`src/rtl/disp_ctl_pkg.sv`:
```
package disp_ctl_pkg;
  localparam int ADDR_W = 3;

  localparam logic [ADDR_W-1:0] A_CTL  = 3'd0;
  localparam logic [ADDR_W-1:0] A_SIZE = 3'd1;
  localparam logic [ADDR_W-1:0] A_STAT = 3'd2;
  localparam logic [ADDR_W-1:0] A_ACTL = 3'd3;
  localparam logic [ADDR_W-1:0] A_ASZ  = 3'd4;

  typedef enum logic [1:0] {
    MODE_INT = 2'b00,
    MODE_SW  = 2'b01,
    MODE_EXT = 2'b10,
    MODE_RSV = 2'b11
  } sync_mode_e;

  // bit order matches the control register layout
  typedef struct packed {
    sync_mode_e mode;
    logic       den;
    logic       dres;
  } ctl_t;

  localparam int CTL_W = $bits(ctl_t);

  function automatic logic ctl_on(ctl_t c);
    return !c.dres && c.den && (c.mode != MODE_SW);
  endfunction
endpackage

```
`src/rtl/disp_ctl_stage.sv`:
```
module disp_ctl_stage
  import disp_ctl_pkg::*;
#(
  parameter int SIZE_W = 12,
  parameter int DATA_W = 16
) (
  input  logic              clk_i,
  input  logic              rst_ni,
  input  logic              wr_en_i,
  input  logic [ADDR_W-1:0] wr_addr_i,
  input  logic [DATA_W-1:0] wr_data_i,
  output ctl_t              stg_ctl_o,
  output logic [SIZE_W-1:0] stg_size_o,
  output logic              vbk_clr_o
);
  logic wr_ctl, wr_size;

  assign wr_ctl    = wr_en_i && (wr_addr_i == A_CTL);
  assign wr_size   = wr_en_i && (wr_addr_i == A_SIZE);
  assign vbk_clr_o = wr_en_i && (wr_addr_i == A_STAT);

  always_ff @(posedge clk_i or negedge rst_ni) begin
    if (!rst_ni) begin
      stg_ctl_o  <= '0;
      stg_size_o <= '0;
    end else begin
      if (wr_ctl)  stg_ctl_o  <= ctl_t'(wr_data_i[CTL_W-1:0]);
      if (wr_size) stg_size_o <= wr_data_i[SIZE_W-1:0];
    end
  end

  assert_stage_hold_R2: assert property (@(posedge clk_i) disable iff (!rst_ni)
    !wr_en_i |=> $stable(stg_ctl_o) && $stable(stg_size_o));
endmodule

```
`src/rtl/disp_ctl_sync.sv`:
```
module disp_ctl_sync
  import disp_ctl_pkg::*;
(
  input  logic       clk_i,
  input  logic       rst_ni,
  input  logic       vblank_i,
  input  logic       ext_vblank_i,
  input  sync_mode_e act_mode_i,
  input  logic       vbk_clr_i,
  output logic       upd_o,
  output logic       vbk_o
);
  logic int_q, ext_q, int_rise, ext_rise;

  assign int_rise = vblank_i && !int_q;
  assign ext_rise = ext_vblank_i && !ext_q;
  assign upd_o    = (act_mode_i == MODE_EXT) ? ext_rise : int_rise;

  always_ff @(posedge clk_i or negedge rst_ni) begin
    if (!rst_ni) begin
      int_q <= 1'b0;
      ext_q <= 1'b0;
      vbk_o <= 1'b0;
    end else begin
      int_q <= vblank_i;
      ext_q <= ext_vblank_i;
      if (upd_o)          vbk_o <= 1'b1;
      else if (vbk_clr_i) vbk_o <= 1'b0;
    end
  end

  assert_int_once_R3: assert property (@(posedge clk_i) disable iff (!rst_ni)
    int_rise |=> !int_rise);
  assert_ext_once_R3: assert property (@(posedge clk_i) disable iff (!rst_ni)
    ext_rise |=> !ext_rise);
  assert_vbk_set_R8: assert property (@(posedge clk_i) disable iff (!rst_ni)
    upd_o |=> vbk_o);
  assert_vbk_clr_R8: assert property (@(posedge clk_i) disable iff (!rst_ni)
    vbk_clr_i && !upd_o |=> !vbk_o);
endmodule

```
`src/rtl/disp_ctl_active.sv`:
```
module disp_ctl_active
  import disp_ctl_pkg::*;
#(
  parameter int SIZE_W = 12
) (
  input  logic              clk_i,
  input  logic              rst_ni,
  input  logic              upd_i,
  input  ctl_t              stg_ctl_i,
  input  logic [SIZE_W-1:0] stg_size_i,
  output ctl_t              act_ctl_o,
  output logic [SIZE_W-1:0] act_size_o,
  output logic              disp_on_o,
  output logic              restart_o
);
  assign disp_on_o = ctl_on(act_ctl_o);

  always_ff @(posedge clk_i or negedge rst_ni) begin
    if (!rst_ni) begin
      act_ctl_o  <= '0;
      act_size_o <= '0;
      restart_o  <= 1'b0;
    end else begin
      restart_o <= upd_i && ctl_on(stg_ctl_i) && !disp_on_o;
      if (upd_i) begin
        act_ctl_o  <= stg_ctl_i;
        act_size_o <= stg_size_i;
      end
    end
  end

  assert_hold_R2: assert property (@(posedge clk_i) disable iff (!rst_ni)
    !upd_i |=> $stable(act_ctl_o) && $stable(act_size_o));
  assert_copy_R4: assert property (@(posedge clk_i) disable iff (!rst_ni)
    upd_i |=> (act_ctl_o == $past(stg_ctl_i)) && (act_size_o == $past(stg_size_i)));
  assert_dres_off_R6: assert property (@(posedge clk_i) disable iff (!rst_ni)
    act_ctl_o.dres |-> !disp_on_o);
  assert_sw_off_R10: assert property (@(posedge clk_i) disable iff (!rst_ni)
    (act_ctl_o.mode == MODE_SW) |-> !disp_on_o);
  assert_restart_pulse_R7: assert property (@(posedge clk_i) disable iff (!rst_ni)
    restart_o |-> disp_on_o && !$past(disp_on_o));
endmodule

```
`src/rtl/disp_ctl_shadow.sv`:
```
module disp_ctl_shadow
  import disp_ctl_pkg::*;
#(
  parameter int SIZE_W = 12,
  parameter int DATA_W = 16
) (
  input  logic              clk_i,
  input  logic              rst_ni,
  input  logic              wr_en_i,
  input  logic [2:0]        wr_addr_i,
  input  logic [DATA_W-1:0] wr_data_i,
  input  logic [2:0]        rd_addr_i,
  output logic [DATA_W-1:0] rd_data_o,
  input  logic              vblank_i,
  input  logic              ext_vblank_i,
  output logic              upd_o,
  output logic              vbk_o,
  output logic              disp_on_o,
  output logic              disp_rst_o,
  output logic              restart_o,
  output logic [1:0]        sync_mode_o,
  output logic [SIZE_W-1:0] size_o
);
  ctl_t              stg_ctl, act_ctl;
  logic [SIZE_W-1:0] stg_size;
  logic              vbk_clr;

  disp_ctl_stage #(.SIZE_W(SIZE_W), .DATA_W(DATA_W)) u_stage (
    .clk_i, .rst_ni, .wr_en_i, .wr_addr_i, .wr_data_i,
    .stg_ctl_o(stg_ctl), .stg_size_o(stg_size), .vbk_clr_o(vbk_clr)
  );

  disp_ctl_sync u_sync (
    .clk_i, .rst_ni, .vblank_i, .ext_vblank_i,
    .act_mode_i(act_ctl.mode), .vbk_clr_i(vbk_clr),
    .upd_o, .vbk_o
  );

  disp_ctl_active #(.SIZE_W(SIZE_W)) u_active (
    .clk_i, .rst_ni, .upd_i(upd_o),
    .stg_ctl_i(stg_ctl), .stg_size_i(stg_size),
    .act_ctl_o(act_ctl), .act_size_o(size_o),
    .disp_on_o, .restart_o
  );

  assign disp_rst_o  = act_ctl.dres;
  assign sync_mode_o = act_ctl.mode;

  always_comb begin
    rd_data_o = '0;
    unique case (rd_addr_i)
      A_CTL:   rd_data_o = DATA_W'(stg_ctl);
      A_SIZE:  rd_data_o = DATA_W'(stg_size);
      A_STAT:  rd_data_o = DATA_W'(vbk_o);
      A_ACTL:  rd_data_o = DATA_W'(act_ctl);
      A_ASZ:   rd_data_o = DATA_W'(size_o);
      default: rd_data_o = '0;
    endcase
  end
endmodule

```
`config.mk`:
```
export PLATFORM = sky130hd
export DESIGN_NAME = disp_ctl_shadow
export DESIGN_NICKNAME = d
export VERILOG_FILES = /design/src/rtl/disp_ctl_pkg.sv /design/src/rtl/disp_ctl_stage.sv /design/src/rtl/disp_ctl_sync.sv /design/src/rtl/disp_ctl_active.sv /design/src/rtl/disp_ctl_shadow.sv
export SDC_FILE = /design/constraint.sdc
export NUM_CORES = 1
export LEC_CHECK = 0
export ABC_AREA = 0
export BUFFER_PORTS_ARGS = -buffer_cell sky130_fd_sc_hd__clkbuf_2
export CORE_MARGIN = 8
export CORE_UTILIZATION = 50
export DETAILED_ROUTE_END_ITERATION = 6
export PLACE_DENSITY = 0.86
export SLEW_MARGIN = 20
export SYNTH_ARGS = -nofsm -noshare
export SYNTH_HDL_FRONTEND = slang
export SYNTH_HIERARCHICAL = 1
export SYNTH_SLANG_ARGS = --single-unit
```
`constraint.sdc`:
```
create_clock -name clk_i -period 1.9 [get_ports clk_i]
set_clock_uncertainty 0.1 [all_clocks]
set_input_delay 0.19 -clock clk_i [delete_from_list [all_inputs] [get_ports clk_i]]
set_output_delay 0.19 -clock clk_i [all_outputs]
set_load 0.05 [all_outputs]
```
==> flow_metrics.py, run 1 <==
metrics = {
    "run_status": {
        "status": "finished, final reports clean",
    },
    "setup_path": {
        "reg2reg_to": "u_active/restart_o$_DFF_PN0_",
        "r2r_slack_ns": 0.25,
        "r2r_start": "u_active/act_ctl_o[2]$_DFFE_PN0P_",
        "reg2regPathDepth": 5,
        "critPathLaunchType": "input port",
        "arrival_ns": 1.43,
        "worstSetupPathType": "input port to primary output",
        "crit_fanout": 3,
        "crit_required_ns": 1.61,
        "end_kind": "primary output",
    },
    "power_and_ir_drop": {
        "clockPowerShare_pct": 14.1,
        "ir_drop_v": 0.000822,
        "swShare_pct": 46.3,
        "finalPower_uw": 3440,
        "p_leak_uw": 0.00109,
        "cellPowerDensity_mw_per_mm2": 1530,
        "p_seq_share_pct": 36.4,
        "intPower_uw": 1840,
        "p_switching_uw": 1590,
        "combPwrFrac_pct": 49.5,
    },
    "hold_path": {
        "hold_end": "u_stage/stg_size_o[7]$_DFFE_PN0P_",
        "min_delay_path_depth": 2,
        "min-delay-start": "wr_data_i[7]",
        "hp-class": "input port to flop",
    },
    "yosys": {
        "synth_top_area_cell": "dfrtp_1",
        "syn-instance-count": 135,
        "yosys_warnings": 6,
        "synth_compound_area_share_pct": 8.01,
        "ys_seq_area_share_pct": 48.8,
        "synth_top_family_by_area": "multiplexers",
        "synth_top_area_share_pct": 48.8,
        "synthTopCellsByArea": "dfrtp_1, mux2_4, mux2_2",
        "syn-cell-area_mm2": 0.00184,
        "synth_cell_types": 28,
        "synth-simple-area-share_pct": 11.7,
        "synth_fa_ha_area_share_pct": 0,
        "syn_avg_cell_area_um2": 13.7,
        "synth_xor_area_share_pct": 0,
        "ys_seq_elements": 36,
        "synthMuxAreaShare_pct": 25.0,
    },
    "timing": {
        "worst_slack_ns": 0.175,
        "clock.fmax_mhz": 580,
        "fin_crit_sh_pct": 90.8,
        "setup_viol": 0,
        "timing.setup.tns_ns": 0,
        "rsz0062_at_grt": "no",
        "relSlewSlack_pct": 65.7,
        "min_period_ns": 1.72,
        "slew_viol_final": 0,
        "hold_viol_final": 0,
        "tightestPinTransition_ns": 0.515,
    },
    "route": {
        "drt-pass1-iter-count": 4,
        "drt_iter0_drc": 69,
        "ant_nets": 0,
        "finalWirelength_um": 3890,
        "remaining_drc_errors": 0,
        "post_drt_wl_per_cell_um": 16.0,
        "avgViaCountPerCell": 5.01,
        "vias": 1222,
    },
    "layout": {
        "antennaDiodeCount": 0,
        "final_cell_mix": "clkbuf_2, dfrtp_1, mux2_4",
        "fill_cells": 320,
        "layout_commonest_cell": "clkbuf_2",
        "drive_above_1_share_pct": 58.2,
        "finish.utilization_pct": 62.5,
        "finish.instance_area_mm2": 0.00225,
        "syn_to_final_growth_pct": 22.2,
        "nNetsFinal": 223,
    },
    "place": {
        "placed_cell_area_mm2": 0.00213,
        "place.gp.congestion": 0.756,
        "dp_hpwl_um": 3050,
        "pre_cts_slack_ns": 0.0512,
        "numPortBuffers": 53,
    },
    "clocking": {
        "cts_htree_levels": 2,
        "cts_buffer_depth": 2,
        "clk_pin_slew_worst_paths_ns": 0.06,
        "cts_resized": 0,
        "cts_tree": "built",
        "clock_sinks": 36,
        "cts_buffers": 5,
        "cts-root-buf": "clkbuf_8",
        "worstSkewPairLatency_ns": 0.27,
    },
    "global_route": {
        "grt_max_degree": 23,
        "track_usage_pct": 13.8,
        "grt_antenna_before_repair": 0,
        "grt_pass1_wl_um": 6610,
        "gr-total-overflow": 0,
        "grt_pass1_vias": 1318,
    },
    "floorplanning": {
        "start_util_pct": 51.1,
        "std_cell_rows": 22,
        "die_w_um": 76.7,
        "core_area_mm2": 0.00361,
        "die_h_um": 76.7,
        "dieArea_mm2": 0.00589,
        "top_level_ports": 62,
    },
    "job": {
        "cap_violations": 0,
    },
}
==> repair_timing <==
| action | 4_1_cts | 5_1_grt |
|---|---|---|
| setup endpoints to repair | 1 | 0 |
| setup buffers | 2 | 0 |
| hold buffers | 3 | 0 |
| endpoints found under the hold margin | 22 | 0 |
==> cells by family (layout without fill, tap and decap cells) <==
group | Yosys count | count (layout)
other cells | 1 | 4
flops | 36 | 36
simple gates | 30 | 30
mux | 35 | 35
buf+inv | 15 | 73
compound gates | 18 | 18
==> synth_stat cells (all sizes together) <==
cell	n
nand2b	1
dfrtp	36
buf	11
a21oi	1
and4bb	3
o21ai	3
nor2	9
nand4bb	1
a2111oi	1
nand2	10
mux2	35
a22oi	8
nor2b	3
nor4b	1
a211oi	1
o221ai	1
nor3b	1
and2b	1
a32oi	3
inv	4
conb	1
==> metal layers <==
metal / track usage (%) / vias up / part of all wire, %
met2: 22.4 / 28 / 51
met3: 4.55 / 5 / 5.0
met1: 17.1 / 594 / 43
met5: 0 / - / 0
met4: 3.46 / 0 / 0.80
li1: - / 595 / -
==> flip-flops by register name, indices dropped and copies added, names as in the netlist <==
register,cells
u_sync/int_q,1
u_active/restart_o,1
u_sync/ext_q,1
u_stage/stg_ctl_o,4
u_stage/stg_size_o,12
u_active/act_size_o,12
u_active/act_ctl_o,4
u_sync/vbk_o,1
==> how the worst max path moves through the flow <==
stage | start | endpoint | cells after the start
6_report | vblank_i | upd_o | 5
5_1_grt | u_active/act_ctl_o[3]$_DFFE_PN0P_ | disp_on_o | 4
4_1_cts | vblank_i | upd_o | 5
3_5_place_dp | u_sync/int_q$_DFF_PN0_ | u_active/restart_o$_DFF_PN0_ | 4
3_3_place_gp | u_sync/int_q$_DFF_PN0_ | upd_o | 3
2_1_floorplan | u_active/act_ctl_o[3]$_DFFE_PN0P_ | u_active/act_ctl_o[2]$_DFFE_PN0P_ | 5
==> power by group through the flow <==
stage | clock network, uW | registers (uW) | logic, uW
after floorplan | 0 | 1810 | 771
after global placement | 0 | 1250 | 1670
after detailed placement | 0 | 1270 | 1700
after CTS | 497 | 1260 | 1720
after global routing | 531 | 1300 | 1790
final | 483 | 1250 | 1700
==> stage by stage <==
step,cells,hold WS [ns]
5_1_grt,244,0.0380
4_1_cts,244,0.0367
3_3_place_gp,232,0.0946
6_report,244,0.0447
3_5_place_dp,232,0.0973
2_1_floorplan,138,-0.206
==> layout make-up <==
| cell class | instances | area, um2 | area share, % |
|---|---|---|---|
| multi-input cells | 87 | 857 | 38.0 |
| flip-flops and latches | 36 | 903 | 40.1 |
| repair buffers | 62 | 340 | 15.1 |
| inverters | 4 | 15.0 | 0.666 |
| clock inverters | 1 | 5.00 | 0.222 |
| well taps | 48 | 60.1 | 2.67 |
| clock buffers | 6 | 72.6 | 3.22 |
==> worst max-delay path, cell delays in order <==
cell,delay [ns]
dlygate4sd3_1,0.55
clkbuf_2,0.12
nand2b_1,0.11
o21ai_4,0.17
clkbuf_2,0.30
No activity file was read; power rests on OpenSTA's default activity.
==> run 2, diff against run 1 <==
--- a/config.mk
+++ b/config.mk
@@ -8,9 +8,9 @@
 export ABC_AREA = 0
 export BUFFER_PORTS_ARGS = -buffer_cell sky130_fd_sc_hd__clkbuf_2
 export CORE_MARGIN = 8
-export CORE_UTILIZATION = 50
+export CORE_UTILIZATION = 39
 export DETAILED_ROUTE_END_ITERATION = 6
-export PLACE_DENSITY = 0.86
+export PLACE_DENSITY = 0.71
 export SLEW_MARGIN = 20
 export SYNTH_ARGS = -nofsm -noshare
 export SYNTH_HDL_FRONTEND = slang
==> flow_metrics.py, run 2 (synthesis results as in run 1) <==
metrics = {
    "run_status": {
        "status": "finished, final reports clean",
    },
    "clocking": {
        "worstSkewPairLatency_ns": 0.28,
        "cts_buffers": 5,
        "cts-root-buf": "clkbuf_8",
        "cts_htree_levels": 2,
        "clock_sinks": 36,
        "cts_tree": "built",
        "clk_pin_slew_worst_paths_ns": 0.07,
        "cts_buffer_depth": 2,
    },
    "route": {
        "finalWirelength_um": 4340,
        "drt_iter0_drc": 40,
        "ant_nets": 0,
        "avgViaCountPerCell": 4.88,
        "drt-pass1-iter-count": 4,
        "remaining_drc_errors": 0,
        "post_drt_wl_per_cell_um": 17.2,
        "vias": 1234,
    },
    "floorplanning": {
        "start_util_pct": 39.8,
        "top_level_ports": 62,
        "die_w_um": 84.8,
        "std_cell_rows": 25,
        "dieArea_mm2": 0.00719,
        "core_area_mm2": 0.00463,
        "die_h_um": 84.8,
    },
    "setup_path": {
        "cp_cell_sequence": "buf_4, inv_1, a211oi_2, clkbuf_2",
        "critPathLaunchType": "flop",
        "crit_family": "buffers and inverters",
        "cp_num_cells": 4,
        "path_buf_inv": 3,
        "end_kind": "primary output",
        "crit_required_ns": 1.61,
        "slowest_delay_ns": 0.36,
        "crit_fanout": 4,
        "crit_slowest_cell": "dfrtp_2",
        "reg2regPathDepth": 5,
        "worstSetupPathType": "flop to primary output",
        "arrival_ns": 1.46,
    },
    "global_route": {
        "grt_pass1_vias": 1411,
        "grt_max_degree": 26,
        "track_usage_pct": 12.8,
        "grt_pass1_wl_um": 7150,
        "grt_antenna_before_repair": 0,
        "gr-total-overflow": 0,
    },
    "timing": {
        "min_period_ns": 1.75,
        "worst_slack_ns": 0.155,
        "relSlewSlack_pct": 58.4,
        "setup_viol": 0,
        "fin_crit_sh_pct": 91.9,
        "rsz0062_at_grt": "no",
        "clock.fmax_mhz": 573,
        "slew_viol_final": 0,
        "tightestPinTransition_ns": 0.624,
        "hold_viol_final": 0,
    },
    "layout": {
        "multiInputGateArea_um2": 857,
        "antennaDiodeCount": 0,
        "register_area_um2": 903,
        "layout_commonest_cell": "clkbuf_2",
        "finish.instance_area_mm2": 0.00237,
        "drive_above_1_share_pct": 58.3,
        "final_cell_mix": "clkbuf_2, dfrtp_1, mux2_4",
        "fill_cells": 417,
        "syn_to_final_growth_pct": 28.7,
        "top_regs": "u_active/act_size_o (12), u_stage/stg_size_o (12)",
        "nNetsFinal": 225,
    },
    "hold_path": {
        "min_delay_path_depth": 2,
        "hp-class": "input port to flop",
    },
    "place": {
        "pre_cts_slack_ns": 0.0364,
        "place.gp.congestion": 0.738,
        "dp_hpwl_um": 3260,
        "numPortBuffers": 53,
        "placed_cell_area_mm2": 0.00221,
    },
    "power_and_ir_drop": {
        "cellPowerDensity_mw_per_mm2": 1500,
        "p_leak_uw": 0.00113,
        "ir_drop_v": 0.000686,
    },
    "job": {
        "cap_violations": 0,
    },
}
[run 2: cell count changes in the layout (fill, tap and decap cells not counted)]
cell | before | now
clkbuf_1 | 1 | 2
buf_12 | 0 | 6
clkbuf_2 | 53 | 49
clkbuf_8 | 5 | 6
clkinv_2 | 1 | 0
[run 2: power breakdown]
part           internal (uW)  total (uW)  switching [uW]  leakage [uW]
clock                    295         541             246     0.0000455
sequential              1030        1250             222      0.000430
combinational            629        1780            1150      0.000655
total                   1950        3570            1620       0.00113
[run 2: final timing paths]
kind	start	endpoint	slack [ns]
max reg2reg	u_active/act_ctl_o[2]$_DFFE_PN0P_	u_active/act_size_o[4]$_DFFE_PN0P_	0.18
min reg2reg	u_stage/stg_ctl_o[0]$_DFFE_PN0P_	u_active/restart_o$_DFF_PN0_	0.40
max in group asynchronous	rst_ni	u_stage/stg_size_o[7]$_DFFE_PN0P_	0.74
min	wr_data_i[6]	u_stage/stg_size_o[6]$_DFFE_PN0P_	0.04
max	u_active/act_ctl_o[3]$_DFFE_PN0P_	disp_on_o	0.15
min in group asynchronous	rst_ni	u_sync/ext_q$_DFF_PN0_	0.35
[run 2: cell type report]
type	instances	area share, %
Clock buffer	8	3.80
Timing Repair Buffer	64	18.6
Inverter	4	0.633
Sequential cell	36	38.1
Tap cell	54	2.85
Multi-Input combinational cell	87	36.1
[run 2: routing by layer]
layer  up-vias  wire length (um)  GRT usage (%)
li1        599                 -              -
met1       599              1900           15.3
met2        31              2170           20.8
met3         5               226           3.90
met4         0                53           5.02
met5         -                 0              0
[run 2: metrics by stage]
| stage | util (%) | power, uW | hold WS (ns) | instances | TNS, ns |
|---|---|---|---|---|---|
| final | 51.3 | 3570 | 0.0382 | 253 | 0 |
| after global routing | 51.3 | 3760 | 0.0312 | 253 | 0 |
| after CTS | 51.3 | 3610 | 0.0301 | 253 | 0 |
| after detailed placement | 47.6 | 3010 | 0.137 | 239 | 0 |
| after global placement | 47.6 | 2970 | 0.130 | 239 | 0 |
| after floorplan | - | 2580 | -0.206 | 138 | -0.0209 |
[run 2: repair_timing]
action                                 4_1_cts  5_1_grt
setup endpoints to repair                    1        0
gates resized for setup                      0        0
hold buffers                                 3        0
endpoints found under the hold margin       26        0
buffers inserted                             3        0
[run 2: worst reg2reg max path, stage by stage (launching register included)]
cell and delay (ns):
dfrtp_2 0.46, nand4bb_4 0.27, o21ai_4 0.09, buf_4 0.22
buf_12 0.14, mux2_2 0.33
